### config.mk
export PLATFORM = sky130hd
export DESIGN_NAME = sem_hub
export DESIGN_NICKNAME = d
export VERILOG_FILES = /design/src/rtl/sem_pkg.sv /design/src/rtl/sem_wait_fifo.sv /design/src/rtl/sem_arb.sv /design/src/rtl/sem_hub.sv
export SDC_FILE = /design/constraint.sdc
export NUM_CORES = 1
export LEC_CHECK = 0
export BUFFER_PORTS_ARGS = -buffer_cell sky130_fd_sc_hd__buf_4
export CORE_ASPECT_RATIO = 1.25
export CORE_UTILIZATION = 45
export DETAILED_ROUTE_END_ITERATION = 8
export GPL_TIMING_DRIVEN = 0
export PLACE_DENSITY = 0.67
export SYNTH_ARGS = -nofsm -noshare
export SYNTH_HDL_FRONTEND = slang
export SYNTH_HIERARCHICAL = 1
export SYNTH_SLANG_ARGS = --single-unit
### constraint.sdc
create_clock -name clk -period 6.6 [get_ports clk]
set_input_delay 1.32 -clock clk [delete_from_list [all_inputs] [get_ports clk]]
set_output_delay 1.32 -clock clk [all_outputs]
set_load 0.03 [all_outputs]
### src/rtl/sem_pkg.sv
package sem_pkg;
    typedef enum logic [1:0] {
        OP_IDLE = 2'b00,
        OP_POLL = 2'b01,
        OP_WAIT = 2'b10,
        OP_REL  = 2'b11
    } sem_op_e;

    function automatic int id_bits(input int n);
        return (n > 1) ? $clog2(n) : 1;
    endfunction
endpackage

### src/rtl/sem_wait_fifo.sv
module sem_wait_fifo #(
    parameter int NUM_CORES = 4,
    parameter int ID_W      = sem_pkg::id_bits(NUM_CORES)
) (
    input  logic                 clk,
    input  logic                 rst,
    input  logic                 pop,
    input  logic [NUM_CORES-1:0] push_mask,
    output logic                 empty,
    output logic [ID_W-1:0]      head_id,
    output logic [NUM_CORES-1:0] member
);
    localparam int DEPTH = NUM_CORES - 1;
    localparam int CNT_W = $clog2(DEPTH + 1);

    logic [ID_W-1:0]  slot_q [DEPTH];
    logic [ID_W-1:0]  slot_d [DEPTH];
    logic [CNT_W-1:0] cnt_q, cnt_d;

    assign empty   = (cnt_q == '0);
    assign head_id = slot_q[0];

    always_comb begin
        member = '0;
        for (int j = 0; j < DEPTH; j++)
            if (j < int'(cnt_q)) member[slot_q[j]] = 1'b1;
    end

    always_comb begin
        int n;
        n = int'(cnt_q);
        for (int j = 0; j < DEPTH; j++) slot_d[j] = slot_q[j];
        if (pop && n > 0) begin
            for (int j = 0; j < DEPTH - 1; j++) slot_d[j] = slot_q[j+1];
            n = n - 1;
        end
        for (int i = 0; i < NUM_CORES; i++) begin
            if (push_mask[i] && n < DEPTH) begin
                for (int j = 0; j < DEPTH; j++)
                    if (j == n) slot_d[j] = ID_W'(i);
                n = n + 1;
            end
        end
        cnt_d = CNT_W'(n);
    end

    always_ff @(posedge clk) begin
        if (rst) begin
            cnt_q <= '0;
            for (int j = 0; j < DEPTH; j++) slot_q[j] <= '0;
        end else begin
            cnt_q <= cnt_d;
            for (int j = 0; j < DEPTH; j++) slot_q[j] <= slot_d[j];
        end
    end

    AST_NO_OVERFLOW: assert property (@(posedge clk) disable iff (rst)
        (int'(cnt_q) - int'(pop && !empty) + $countones(push_mask)) <= DEPTH);
    AST_NO_DUP: assert property (@(posedge clk) disable iff (rst)
        (push_mask & member) == '0);
endmodule

### src/rtl/sem_arb.sv
module sem_arb #(
    parameter int NUM_CORES = 4,
    parameter int ID_W      = sem_pkg::id_bits(NUM_CORES)
) (
    input  logic [2*NUM_CORES-1:0] req_op,
    input  logic                   own_v,
    input  logic [ID_W-1:0]        own_id,
    input  logic                   q_empty,
    input  logic [ID_W-1:0]        q_head,
    input  logic [NUM_CORES-1:0]   q_member,
    output logic                   nxt_v,
    output logic [ID_W-1:0]        nxt_id,
    output logic                   rel_ok,
    output logic                   pop,
    output logic [NUM_CORES-1:0]   push_mask,
    output logic [NUM_CORES-1:0]   rsp_v,
    output logic [NUM_CORES-1:0]   rsp_g,
    output logic [NUM_CORES-1:0]   wake,
    output logic [NUM_CORES-1:0]   err
);
    import sem_pkg::*;

    always_comb begin
        sem_op_e op;
        rel_ok = 1'b0; pop = 1'b0; push_mask = '0;
        rsp_v = '0; rsp_g = '0; wake = '0; err = '0;
        nxt_v = own_v; nxt_id = own_id;
        // releases first
        for (int i = 0; i < NUM_CORES; i++) begin
            op = sem_op_e'(req_op[2*i +: 2]);
            if (op == OP_REL) begin
                if (own_v && own_id == ID_W'(i)) rel_ok = 1'b1;
                else                             err[i] = 1'b1;
            end
        end
        if (rel_ok) nxt_v = 1'b0;
        // waiting cores have precedence over fresh requests
        if (!nxt_v && !q_empty) begin
            nxt_v = 1'b1; nxt_id = q_head; pop = 1'b1;
            wake[q_head] = 1'b1;
        end
        // fresh requests in ascending index order
        for (int i = 0; i < NUM_CORES; i++) begin
            op = sem_op_e'(req_op[2*i +: 2]);
            if (op == OP_POLL) begin
                rsp_v[i] = 1'b1;
                if (!nxt_v) begin
                    nxt_v = 1'b1; nxt_id = ID_W'(i); rsp_g[i] = 1'b1;
                end else if (nxt_id == ID_W'(i)) begin
                    rsp_g[i] = 1'b1;
                end
            end else if (op == OP_WAIT) begin
                if (!nxt_v) begin
                    nxt_v = 1'b1; nxt_id = ID_W'(i); wake[i] = 1'b1;
                end else if (nxt_id != ID_W'(i) && !q_member[i]) begin
                    push_mask[i] = 1'b1;
                end
            end
        end
    end
endmodule

### src/rtl/sem_hub.sv
module sem_hub #(
    parameter  int NUM_CORES = 4,
    localparam int ID_W      = sem_pkg::id_bits(NUM_CORES)
) (
    input  logic                   clk,
    input  logic                   rst,
    input  logic [2*NUM_CORES-1:0] req_op,
    output logic [NUM_CORES-1:0]   resp_vld,
    output logic [NUM_CORES-1:0]   resp_grant,
    output logic [NUM_CORES-1:0]   irq,
    output logic [NUM_CORES-1:0]   rel_err,
    output logic                   owner_valid,
    output logic [ID_W-1:0]        owner_id
);
    logic                 q_empty, pop, rel_ok, nxt_v;
    logic [ID_W-1:0]      q_head, nxt_id;
    logic [NUM_CORES-1:0] q_member, push_mask, rsp_v, rsp_g, wake, err;

    sem_wait_fifo #(.NUM_CORES(NUM_CORES), .ID_W(ID_W)) u_fifo (
        .clk(clk), .rst(rst), .pop(pop), .push_mask(push_mask),
        .empty(q_empty), .head_id(q_head), .member(q_member)
    );

    sem_arb #(.NUM_CORES(NUM_CORES), .ID_W(ID_W)) u_arb (
        .req_op(req_op), .own_v(owner_valid), .own_id(owner_id),
        .q_empty(q_empty), .q_head(q_head), .q_member(q_member),
        .nxt_v(nxt_v), .nxt_id(nxt_id), .rel_ok(rel_ok), .pop(pop),
        .push_mask(push_mask), .rsp_v(rsp_v), .rsp_g(rsp_g),
        .wake(wake), .err(err)
    );

    always_ff @(posedge clk) begin
        if (rst) begin
            owner_valid <= 1'b0;
            owner_id    <= '0;
            resp_vld    <= '0;
            resp_grant  <= '0;
            irq         <= '0;
            rel_err     <= '0;
        end else begin
            owner_valid <= nxt_v;
            owner_id    <= nxt_id;
            resp_vld    <= rsp_v;
            resp_grant  <= rsp_g;
            irq         <= wake;
            rel_err     <= err;
        end
    end

    AST_ONE_GRANT: assert property (@(posedge clk) disable iff (rst)
        $onehot0(resp_grant));
    AST_GRANT_OWNER: assert property (@(posedge clk) disable iff (rst)
        (resp_grant != '0) |-> (owner_valid && resp_grant == (NUM_CORES'(1) << owner_id)));
    AST_IRQ_OWNER: assert property (@(posedge clk) disable iff (rst)
        (irq != '0) |-> (owner_valid && irq == (NUM_CORES'(1) << owner_id)));
    AST_HANDOFF: assert property (@(posedge clk) disable iff (rst)
        (rel_ok && !q_empty) |=> (owner_valid && owner_id == $past(q_head)));
endmodule

==> impl_metrics.toml, run 1 <==
[placed_design]
placed_cells = 406
io_buffers = 26
place_hpwl_um = 5000
gp_congestion = 0.858

[setup_path]
cpPeakStageDelay_ps = 470
required_ps = 6810
worstSetupPathType = "input port to flop"
cp-start-kind = "input port"
cp.arrival_ps = 6590
crit_slowest_cell = "o211ai_1"
worst_path_most_repeated_cell = "ha_4"
worst_setup_path_end_kind = "flop"
cp_max_fo = 10

[layout]
stdcell_count = 419
postLayoutCoreUtil_pct = 56.7
diodes = 0
final_nets = 390
drive_gt1_share_pct = 23.9
area_delta_synth_final_pct = 21.9

[synth]
syn-num-nets = 350
syn_inst = 316
netlist_area_sq_um = 2530
avgSynthCellArea_sq_um = 8.02
synth_warnings = 6

[detailed_routing]
dr_total_vias = 2452
drc = 0
final_antenna_net_count = 0
drt_pass1_iterations = 5
drt_iter0_markers = 184
vias_per_cell = 5.85
drt_wl_total_um = 6440
wire_per_inst_um = 15.4

[sta]
worst_pin_slew_ps = 623
final.period_utilization_pct = 96.6
finalHoldViolCount = 0
finalCriticalPeriod_ps = 6380
fin_hold_ws_ps = 683
setup_violations = 0
slew_headroom_pct = 58.5
slew_violations = 0
fmax_ghz = 0.157
skew_ps = 12.8

[global_routing]
antenna_found_initial = 0
grt_first_pass_wirelength_um = 10500
grt_pass1_vias = 2298
grt_max_degree = 18
grt-ovfl-total = 0
grt_usage_pct = 21.5

[cts]
cts_tree = "yes"
clk_pin_slew_ps = 110
cts_sinks = 27
clk_path_buf_depth = 2
cts_hold_buffers = 0
cts_buffers = 3
cts.htree.levels = 1
insertion_delay_ps = 280
clockRootBuffer = "clkbuf_8"

[power_and_ir_drop]
total_leakage_power_nw = 1.33
vdd_drop_max_v = 0.000197
powerDensity_nw_per_um2 = 337
p_total_mw = 1.04

[floorplanning]
io_pins = 29
dieWidth_um = 69.1
die_h_um = 85.9
rows = 30
initial_core_util_pct = 46.6
die_area_sq_um = 5940
core_area_sq_um = 5440

[job]
cap_violations = 0

[hold_path]
hold_path_class = "flop to flop"

[outcome]
status = "finished, final reports clean"
layer usage:
| metal | GRT usage, % | vias up | share of wire [%] |
|---|---|---|---|
| li1 | - | 1221 | - |
| met1 | 21.9 | 1142 | 38 |
| met2 | 43.3 | 73 | 55 |
| met3 | 1.76 | 16 | 3.9 |
| met4 | 10.6 | 0 | 3.2 |
| met5 | 0 | - | 0 |
worst max-delay path: cells and delay by family:
kind | cells | cell delay (ps)
mux | 2 | 460
simple gates | 5 | 800
fa+ha+maj | 5 | 930
buf+inv | 8 | 900
xor+xnor | 3 | 540
compound gates | 6 | 1620
timing repair:
action | 4_1_cts | 5_1_grt
gates resized for setup | 18 | 15
endpoints found under the setup margin | 8 | 8
cloned | 0 | 0
pin swaps | 8 | 8
setup buffers | 5 | 4
cell type report:
cell class	count	area, sq um
plain buffers	16	113
clock buffers	3	41.3
clock inverters	1	8.76
fillers	498	2350
inverters	25	93.8
multi-input cells	248	1950
flip-flops and latches	27	541
well taps	64	80.1
repair buffers	35	263
placed cells by master, fill, tap and decap left out, types with 3 or more instances in the layout:
master    instances
nor2_1           24
a221oi_1          4
inv_1            23
clkbuf_8          3
nor3_1            7
buf_4            39
a22oi_1           3
a21oi_1          15
dfxtp_1          27
clkbuf_1          3
a221o_1           3
nand3_1           8
o21ai_0           7
ha_4              3
a31oi_1           9
nand3b_1          4
nor2b_1          17
nand4b_1          3
mux2_4            3
and2b_1           8
nand2b_1          8
nand2_1          21
o21bai_1          3
ha_1             19
buf_6             4
o31ai_1           4
o22ai_1           4
mux2i_1           4
flip-flops by register name, summed over array words and instances (netlist names):
| signal | cells |
|---|---|
| owner_id | 2 |
| resp_vld | 4 |
| resp_grant | 4 |
| owner_valid | 1 |
| u_fifo/slot_q | 6 |
| irq | 4 |
| u_fifo/cnt_q | 2 |
| rel_err | 4 |
final timing paths:
kind | to | cells past startpoint | slack [ps] | from
max | u_fifo/cnt_q[1]$_SDFF_PP0_ | 29 | 220 | req_op[1]
min | u_fifo/slot_q[0][5]$_SDFF_PP0_ | 2 | 680 | u_fifo/slot_q[0][5]$_SDFF_PP0_
max reg2reg | u_fifo/cnt_q[1]$_SDFF_PP0_ | 29 | 530 | u_fifo/cnt_q[0]$_SDFF_PP0_
min reg2reg | u_fifo/slot_q[0][5]$_SDFF_PP0_ | 2 | 680 | u_fifo/slot_q[0][5]$_SDFF_PP0_
power by group:
group	switching [mW]	internal, mW	leakage [nW]
registers	0.0286	0.189	0.221
logic	0.405	0.318	1.09
clock network	0.0557	0.0443	0.0261
total	0.489	0.551	1.33
per-stage QoR:
| stage | TNS, ps | cell area (sq um) | worst slack, ps |
|---|---|---|---|
| after floorplan | 0 | 2550 | 62.6 |
| final | 0 | 3090 | 222 |
| after global routing | -17.3 | 3090 | -17.3 |
| after detailed placement | -5180 | 2830 | -849 |
| after global placement | -4550 | 2830 | -755 |
| after CTS | 0 | 2990 | 11.2 |
No activity file was read; power rests on OpenSTA's default activity.
==> inputs of run 2 (changes only) <==
--- a/config.mk
+++ b/config.mk
@@ -5,12 +5,13 @@
 export SDC_FILE = /design/constraint.sdc
 export NUM_CORES = 1
 export LEC_CHECK = 0
+export ABC_AREA = 1
 export BUFFER_PORTS_ARGS = -buffer_cell sky130_fd_sc_hd__buf_4
 export CORE_ASPECT_RATIO = 1.25
 export CORE_UTILIZATION = 45
 export DETAILED_ROUTE_END_ITERATION = 8
 export GPL_TIMING_DRIVEN = 0
-export PLACE_DENSITY = 0.67
+export PLACE_DENSITY = 0.66
 export SYNTH_ARGS = -nofsm -noshare
 export SYNTH_HDL_FRONTEND = slang
 export SYNTH_HIERARCHICAL = 1
==> run 2 against run 1 <==
Final cell count increased by 25%; count of clock-buffer cells in the layout unchanged; worst setup slack improved by 290 ps; design area decreased by 2.3%; non-clock buffer count decreased by 19; clock power decreased by 9%; fmax increased by 4.8%; utilization decreased by 4.2 points; combinational power increased by 3.3%; area after synthesis increased by 5.3%; die area increased by 5.2%.
==> impl_metrics.toml, run 2 <==
[setup_path]
crit_slowest_cell = "ha_1"
cp-start-kind = "input port"
required_ps = 6800
critPathTopFamily = "simple AND/OR/NAND/NOR gates"
cp.arrival_ps = 6290
critical_path_buf_inv_count = 5
critical_path.endpoint = "u_fifo/slot_q[0][3]$_SDFF_PP0_"
r2r-end = "u_fifo/slot_q[0][3]$_SDFF_PP0_"
crit_start = "req_op[1]"
r2r-start = "u_fifo/cnt_q[0]$_SDFF_PP0_"
r2r_setup_slack_ps = 1090
cp_max_fo = 10
worst_setup_path_end_kind = "flop"
cpPeakStageDelay_ps = 260
worstSetupPathType = "input port to flop"
worst_path_most_repeated_cell = "nand2_2"
path_depth = 37
worstRegToRegCells = 35

[floorplanning]
rows = 31
dieWidth_um = 70.9
initial_core_util_pct = 46.5
io_pins = 29
die_area_sq_um = 6240
die_h_um = 88.1
core_area_sq_um = 5740

[sta]
skew_ps = 3.56
setup_violations = 0
finalHoldViolCount = 0
fin_tns_setup_ps = 0
fmax_ghz = 0.164
slew_headroom_pct = 42.3
rsz0062_at_grt = "false"
final.period_utilization_pct = 92.2
worst_pin_slew_ps = 860
slew_violations = 0
finalCriticalPeriod_ps = 6090

[power_and_ir_drop]
total_leakage_power_nw = 1.54
p_total_mw = 1.06
powerDensity_nw_per_um2 = 350
vdd_drop_max_v = 0.000186

[layout]
regArea_sq_um = 541
multiInputGateArea_sq_um = 1780
final_common_cell = "nand2_1"
final_nets = 494
largest_register_ffs = 6
design_area_sq_um = 3020
n_fill_cell = 596
area_delta_synth_final_pct = 13.1
stdcell_count = 525
diodes = 0
top_register = "u_fifo/slot_q"
drive_gt1_share_pct = 19.2
final_cell_mix = "nand2_1 (91), inv_1 (74), nor2_1 (52), nand3_1 (51), buf_4 (30)"

[global_routing]
grt-ovfl-total = 0
grt_usage_pct = 19.6
grt_max_degree = 16
antenna_found_initial = 0
grt_pass1_vias = 2454
grt_first_pass_wirelength_um = 10000

[detailed_routing]
drt_iter0_markers = 118
wire_per_inst_um = 11.1
final_antenna_net_count = 0
dr_total_vias = 2616
vias_per_cell = 4.98
drt_pass1_iterations = 6
drc = 0
drt_wl_total_um = 5840

[placed_design]
place_hpwl_um = 4840
io_buffers = 28
gp_congestion = 0.843
dpl-instance-area_sq_um = 2960
placed_cells = 521

[synth]
syn-num-nets = 461
netlist_area_sq_um = 2670
syn_inst = 427
avgSynthCellArea_sq_um = 6.25
synth_warnings = 6

[cts]
clk_pin_slew_ps = 90
cts_tree = "yes"
cts_buffers = 3
cts.htree.levels = 1
cts_sinks = 27
insertion_delay_ps = 260
clockRootBuffer = "clkbuf_8"
clk_path_buf_depth = 2

[hold_path]
hold_start = "owner_id[1]$_SDFF_PP0_"
hold_path_class = "flop to flop"

[outcome]
status = "finished, final reports clean"

[job]
cap_violations = 0
[run 2: worst reg2reg max path: cells and delay by family (launching register included)]
kind,cells,cell delay [ps]
adder cells (fa/ha/maj),6,1490
AO/OA/AOI/OAI,2,300
flip-flops,1,440
AND/OR/NAND/NOR,19,2080
XOR/XNOR,2,460
buffers and inverters,6,670
[run 2: worst min-delay path by stage]
stage / cells past startpoint / endpoint
3_3_place_gp: 3 / rel_err[2]$_SDFF_PP0_
3_5_place_dp: 3 / rel_err[2]$_SDFF_PP0_
6_report: 3 / rel_err[2]$_SDFF_PP0_
2_1_floorplan: 2 / u_fifo/slot_q[0][5]$_SDFF_PP0_
5_1_grt: 3 / rel_err[2]$_SDFF_PP0_
4_1_cts: 3 / rel_err[2]$_SDFF_PP0_
[run 2: power by group]
part	total, mW	internal [mW]	switching, mW
sequential	0.217	0.191	0.0255
combinational	0.747	0.248	0.500
clock	0.0913	0.0422	0.0491
[run 2: metal layers]
layer	wire length [um]	GRT usage, %
met2	3220	42.8
met1	2380	19.4
met4	95	5.64
met3	144	1.15
met5	0	0
[run 2: layout make-up]
class	instances	share of cell area, %
Multi-Input combinational cell	312	59.0
Sequential cell	27	17.9
Inverter	84	10.4
Timing Repair Buffer	28	6.97
Tap cell	66	2.74
Clock buffer	3	1.37
Buffer	4	1.37
Clock inverter	1	0.166
[run 2: repair_timing]
action,CTS,global route
resized for setup,0,3
setup endpoints to repair,0,8
hold buffers,0,0
setup buffers,0,0
[run 2: per-stage QoR]
| step | hold slack, ps | util, % | setup slack, ps |
|---|---|---|---|
| global placement | 590 | 51.6 | 139 |
| global route | 644 | 52.6 | 17.2 |
| floorplan | 555 | - | 954 |
| CTS | 613 | 52.4 | 377 |
| finish | 609 | 52.6 | 514 |
| detailed placement | 596 | 51.6 | 95.6 |
